`config.mk`:
```
export PLATFORM = sky130hd
export DESIGN_NAME = register_key_guard
export DESIGN_NICKNAME = d
export VERILOG_FILES = /design/src/rtl/keylock_pkg.sv /design/src/rtl/keylock_classify.sv /design/src/rtl/keylock_fsm.sv /design/src/rtl/keylock_gate.sv /design/src/rtl/register_key_guard.sv
export SDC_FILE = /design/constraint.sdc
export NUM_CORES = 1
export LEC_CHECK = 0
export CORE_UTILIZATION = 18
export CTS_CLUSTER_DIAMETER = 40
export DETAILED_ROUTE_END_ITERATION = 7
export PLACE_DENSITY = 0.89
export SLEW_MARGIN = 20
export SYNTH_ARGS = -nofsm -noshare
export SYNTH_HDL_FRONTEND = slang
export SYNTH_SLANG_ARGS = --single-unit
export TNS_END_PERCENT = 10
```
`constraint.sdc`:
```
create_clock -name clk -period 2.6 [get_ports clk]
set_input_delay 0.78 -clock clk [delete_from_list [all_inputs] [get_ports clk]]
set_output_delay 0.78 -clock clk [all_outputs]
set_load 0.02 [all_outputs]
```
`src/rtl/keylock_pkg.sv`:
```
package keylock_pkg;

    typedef enum logic [1:0] {
        ST_SEALED = 2'd0,
        ST_ARMED  = 2'd1,
        ST_OPEN   = 2'd2
    } lock_state_t;

    typedef enum logic [2:0] {
        KW_OTHER  = 3'd0,
        KW_FIRST  = 3'd1,
        KW_SECOND = 3'd2,
        KW_SEAL   = 3'd3,
        KW_CLEAR  = 3'd4
    } key_kind_t;

endpackage

```
`src/rtl/keylock_classify.sv`:
```
module keylock_classify
    import keylock_pkg::*;
#(
    parameter int              KEY_W      = 32,
    parameter logic [KEY_W-1:0] KEY_FIRST  = 32'h5F55_4E4C,
    parameter logic [KEY_W-1:0] KEY_SECOND = 32'h4F43_4B5F
) (
    input  logic [KEY_W-1:0] data_i,
    output key_kind_t        kind_o
);
    localparam logic [KEY_W-1:0] KEY_SEAL  = '1;
    localparam logic [KEY_W-1:0] KEY_CLEAR = '0;

    always_comb begin
        if (data_i == KEY_FIRST)       kind_o = KW_FIRST;
        else if (data_i == KEY_SECOND) kind_o = KW_SECOND;
        else if (data_i == KEY_SEAL)   kind_o = KW_SEAL;
        else if (data_i == KEY_CLEAR)  kind_o = KW_CLEAR;
        else                           kind_o = KW_OTHER;
    end
endmodule

```
`src/rtl/keylock_fsm.sv`:
```
module keylock_fsm
    import keylock_pkg::*;
(
    input  logic      clk,
    input  logic      rst_n,
    input  logic      key_wr_i,
    input  key_kind_t kind_i,
    output logic      open_o
);
    lock_state_t state_q, state_d;

    // next-state logic
    always_comb begin
        state_d = state_q;
        if (key_wr_i) begin
            unique case (state_q)
                ST_SEALED: if (kind_i == KW_FIRST) state_d = ST_ARMED;
                ST_ARMED: begin
                    if (kind_i == KW_SECOND)     state_d = ST_OPEN;
                    else if (kind_i == KW_FIRST) state_d = ST_ARMED;
                    else                         state_d = ST_SEALED;
                end
                ST_OPEN:   if (kind_i == KW_SEAL) state_d = ST_SEALED;
                default:   state_d = ST_SEALED;
            endcase
        end
    end

    // state register
    always_ff @(posedge clk) begin
        if (!rst_n) state_q <= ST_SEALED;
        else        state_q <= state_d;
    end

    // output process
    always_comb begin
        unique case (state_q)
            ST_OPEN: open_o = 1'b1;
            default: open_o = 1'b0;
        endcase
    end

    // Opening only ever follows a key write carrying the second word
    assert_open_needs_second_R2: assert property (@(posedge clk) disable iff (!rst_n)
        $rose(open_o) |-> $past(key_wr_i && kind_i == KW_SECOND));

    // A sealed block with no key write stays sealed
    assert_sealed_holds_R5: assert property (@(posedge clk) disable iff (!rst_n)
        (!open_o && !key_wr_i) |=> !open_o);

    // All-ones key write seals an open block
    assert_seal_word_closes_R6: assert property (@(posedge clk) disable iff (!rst_n)
        (open_o && key_wr_i && kind_i == KW_SEAL) |=> !open_o);

    // Nothing but the seal word closes an open block
    assert_open_holds_R6: assert property (@(posedge clk) disable iff (!rst_n)
        (open_o && !(key_wr_i && kind_i == KW_SEAL)) |=> open_o);

    // An arming write is needed before the block can open
    assert_no_open_from_sealed_R9: assert property (@(posedge clk) disable iff (!rst_n)
        (state_q == ST_SEALED) |=> !open_o);
endmodule

```
`src/rtl/keylock_gate.sv`:
```
module keylock_gate #(
    parameter int DATA_W = 32
) (
    input  logic              open_i,
    input  logic              wr_i,
    output logic              wr_o,
    input  logic [DATA_W-1:0] rdata_i,
    output logic [DATA_W-1:0] rdata_o
);
    assign wr_o    = wr_i & open_i;
    assign rdata_o = open_i ? rdata_i : '0;
endmodule

```
`src/rtl/register_key_guard.sv`:
```
module register_key_guard
    import keylock_pkg::*;
#(
    parameter int               KEY_W      = 32,
    parameter int               DATA_W     = 32,
    parameter logic [KEY_W-1:0] KEY_FIRST  = 32'h5F55_4E4C,
    parameter logic [KEY_W-1:0] KEY_SECOND = 32'h4F43_4B5F
) (
    input  logic              clk,
    input  logic              rst_n,
    input  logic              key_wr,
    input  logic [KEY_W-1:0]  key_data,
    input  logic              guard_wr_in,
    output logic              guard_wr_out,
    input  logic [DATA_W-1:0] reg_rdata,
    output logic [DATA_W-1:0] guard_rdata,
    output logic              unlocked
);
    key_kind_t kind;
    logic      open;

    keylock_classify #(
        .KEY_W     (KEY_W),
        .KEY_FIRST (KEY_FIRST),
        .KEY_SECOND(KEY_SECOND)
    ) u_classify (
        .data_i(key_data),
        .kind_o(kind)
    );

    keylock_fsm u_fsm (
        .clk     (clk),
        .rst_n   (rst_n),
        .key_wr_i(key_wr),
        .kind_i  (kind),
        .open_o  (open)
    );

    keylock_gate #(.DATA_W(DATA_W)) u_gate (
        .open_i (open),
        .wr_i   (guard_wr_in),
        .wr_o   (guard_wr_out),
        .rdata_i(reg_rdata),
        .rdata_o(guard_rdata)
    );

    assign unlocked = open;

    // While sealed, no write strobe reaches the guarded registers
    assert_sealed_blocks_R8: assert property (@(posedge clk) disable iff (!rst_n)
        !unlocked |-> (guard_wr_out == 1'b0 && guard_rdata == '0));
endmodule

```
==> run metrics, run 1 <==
Root Buffer clkbuf_4; CTS Sinks 2; largest net degree at the start of global routing 36; design area roughly 0.0015 mm2; Hold Crit Class register to register; Min-Delay Path Depth 2; hold path startpoint u_fsm.state_q[1]; Final Slew Violations 0; later-pin clock latency in the skew report 0.22 ns; Final Setup Violations 0; Placer Congestion 0.620; Post-Synth Adder-Cell Area 0%; Ports 102; synthesized area per cell about 6.7 um2; initial antenna violation count 0; mux share of post-synthesis cell area 0%; vias in the first global route 797; grt ovf 0; routed length per placed instance around 11 um; Hold Buf Count CTS 0; met2 usage about a third; Post-Place Cell Area around 0.0015 mm2; TritonCTS buffer count 3; Clk pin slew, worst setup/hold paths around 0.030 ns; FMAX 407 MHz; share of layout cells above drive strength 1 5.17%; r2r worst-path depth 5; Max Cap Viol 0; Most Crowded Layer GR met2; Max H-tree Level 1; CP arrival 1.68 ns; most frequent cells in the layout clkdlybuf4s50_1 (68), and2_1 (33), dlygate4sd2_1 (33); post-synth design cell area about 470 um2; Period minus WS final 2.46 ns; Synth Instances 71; largest register by flop count u_fsm.state_q; Final Hold Viols 0; router iterations before antenna repair 3; post-synthesis xor/xnor area fraction 0%; commonest non-fill, non-tap cell in the layout clkdlybuf4s50_1; Worst Tran Pin Value 0.315 ns; Via density 4.42; DRC violations left 0; GRT Util Overall 13.8%; number of I/O port buffers a little over 100; CTS tree yes; Setup Skew 0.00131 ns; total core area approximately 0.0025 mm2; fin crit share 94.6%; leakage 0.727 nW; Worst Hold End u_fsm.state_q[0]; Power Density roughly 140 mW/mm2; fin util 60.8%; diode count 0; Vias 902; Slew headroom between 70% and 80%; crit path max fanout 1; simple-gate area share of the yosys netlist 78.3%; largest family of logic cells by synthesized area simple AND/OR/NAND/NOR gates; grt met1 use 11.0%; Die Footprint 0.00284 mm2; biggest regs u_fsm.state_q (2); r2r setup slk approximately 1.4 ns; status complete, no violations; number of flip-flops in the largest register 2; DIE WIDTH 53.3 um; RSZ-0062 raised after global routing false; YS warnings 0; VDD IR max 0.179 mV; reg-to-reg endpoint u_fsm.state_q[1]; initial DRC count 4; first-pass GRT wire length 2990 um; # rows 18; starting density of the core a little under a fifth; Mapped Nets 139; routed wire length approximately 2200 um; post-route ant nets 0; clk buf depth 2; CP endpoint kind primary output; RR Startpoint u_fsm.state_q[1]; Synth cell types 23; register area share after synthesis 8.47%; Critical Path RT 1.82 ns; GR Util met3 roughly 4.3%; post-synthesis register bit count 2; crit path launch type input pin; type of the worst setup path input pin to primary output; Area Overhead vs Synth 219%; Die H 53.3 um; fin nets 244; post-synthesis compound-gate area fraction 8.73%
[how the worst max path moves through the flow]
stage / from / to / slack (ns) / cells past startpoint
6_report: reg_rdata[4] / guard_rdata[4] / 0.14 / 3
5_1_grt: u_fsm.state_q[1] / unlocked / 0.07 / 3
4_1_cts: reg_rdata[4] / guard_rdata[4] / 0.13 / 3
3_5_place_dp: reg_rdata[12] / guard_rdata[12] / -0.14 / 3
3_3_place_gp: reg_rdata[4] / guard_rdata[4] / -0.13 / 3
2_1_floorplan: key_data[0] / u_fsm.state_q[1] / 0.43 / 4
[Yosys cell counts]
cell / number / share of area [%]
and2_1: 33 / 44
nand4_1: 7 / 9.3
nor4_1: 5 / 6.6
clkbuf_1: 3 / 2.4
dfxtp_1: 2 / 8.5
nand2_1: 2 / 1.6
nor2_1: 2 / 1.6
nor2b_1: 2 / 2.6
a21oi_1: 1 / 1.1
a31oi_1: 1 / 1.3
and2_2: 1 / 1.6
inv_1: 1 / 0.79
inv_4: 1 / 1.3
nand3_1: 1 / 1.1
nand4b_1: 1 / 1.9
nor3_1: 1 / 1.1
nor4bb_1: 1 / 2.1
o21a_1: 1 / 1.6
o311a_1: 1 / 2.1
o31ai_2: 1 / 2.6
or3_1: 1 / 1.3
or4_1: 1 / 1.6
or4_4: 1 / 2.4
[through the flow]
stage / TNS (ns) / total power, mW / hold WS, ns / setup slack, ns / std cells
2_1_floorplan: 0 / 0.0372 / 0.586 / 0.429 / 71
3_3_place_gp: -3.65 / 0.140 / 0.601 / -0.131 / 201
3_5_place_dp: -3.95 / 0.143 / 0.630 / -0.144 / 201
4_1_cts: 0 / 0.213 / 0.641 / 0.130 / 204
5_1_grt: 0 / 0.224 / 0.701 / 0.0737 / 204
6_report: 0 / 0.209 / 0.638 / 0.140 / 204
[worst max-delay path, stage by stage]
cell	delay [ns]
clkdlybuf4s50_1	0.45
and2_1	0.11
dlygate4sd2_1	0.34
[metal layers]
metal	vias up	part of all wire (%)
met5	-	0
met4	0	0
met3	0	14
met2	62	55
met1	381	30
li1	459	-
[cell families after synthesis]
logic type,after synthesis
AO/OA/AOI/OAI,5
buffers and inverters,5
flip-flops,2
AND/OR/NAND/NOR,59
[area by class of cell]
type	count	area, um2
fill	230	971
clock buffer	3	22.5
multi-input combinational	64	412
timing repair buffer	103	985
inverter	2	10.0
tap	30	37.5
sequential	2	40.0
[power by group]
group | internal [mW] | switching [mW]
logic | 0.0912 | 0.0197
clock network | 0.0508 | 0.0161
registers | 0.0309 | 0.00000000000660
[timing repair]
item,4_1_cts,5_1_grt
setup endpoints to repair,33,0
resized for setup,33,0
setup buffers,0,0
No activity file was read; power rests on OpenSTA's default activity.
==> run 2: changes to the inputs <==
--- a/config.mk
+++ b/config.mk
@@ -8,6 +8,7 @@
 export CORE_UTILIZATION = 18
 export CTS_CLUSTER_DIAMETER = 40
 export DETAILED_ROUTE_END_ITERATION = 7
+export HOLD_SLACK_MARGIN = 0.1
 export PLACE_DENSITY = 0.89
 export SLEW_MARGIN = 20
 export SYNTH_ARGS = -nofsm -noshare
==> results of run 2 <==
Same layout as run 1: the final DEF is identical, and so are final timing and power.
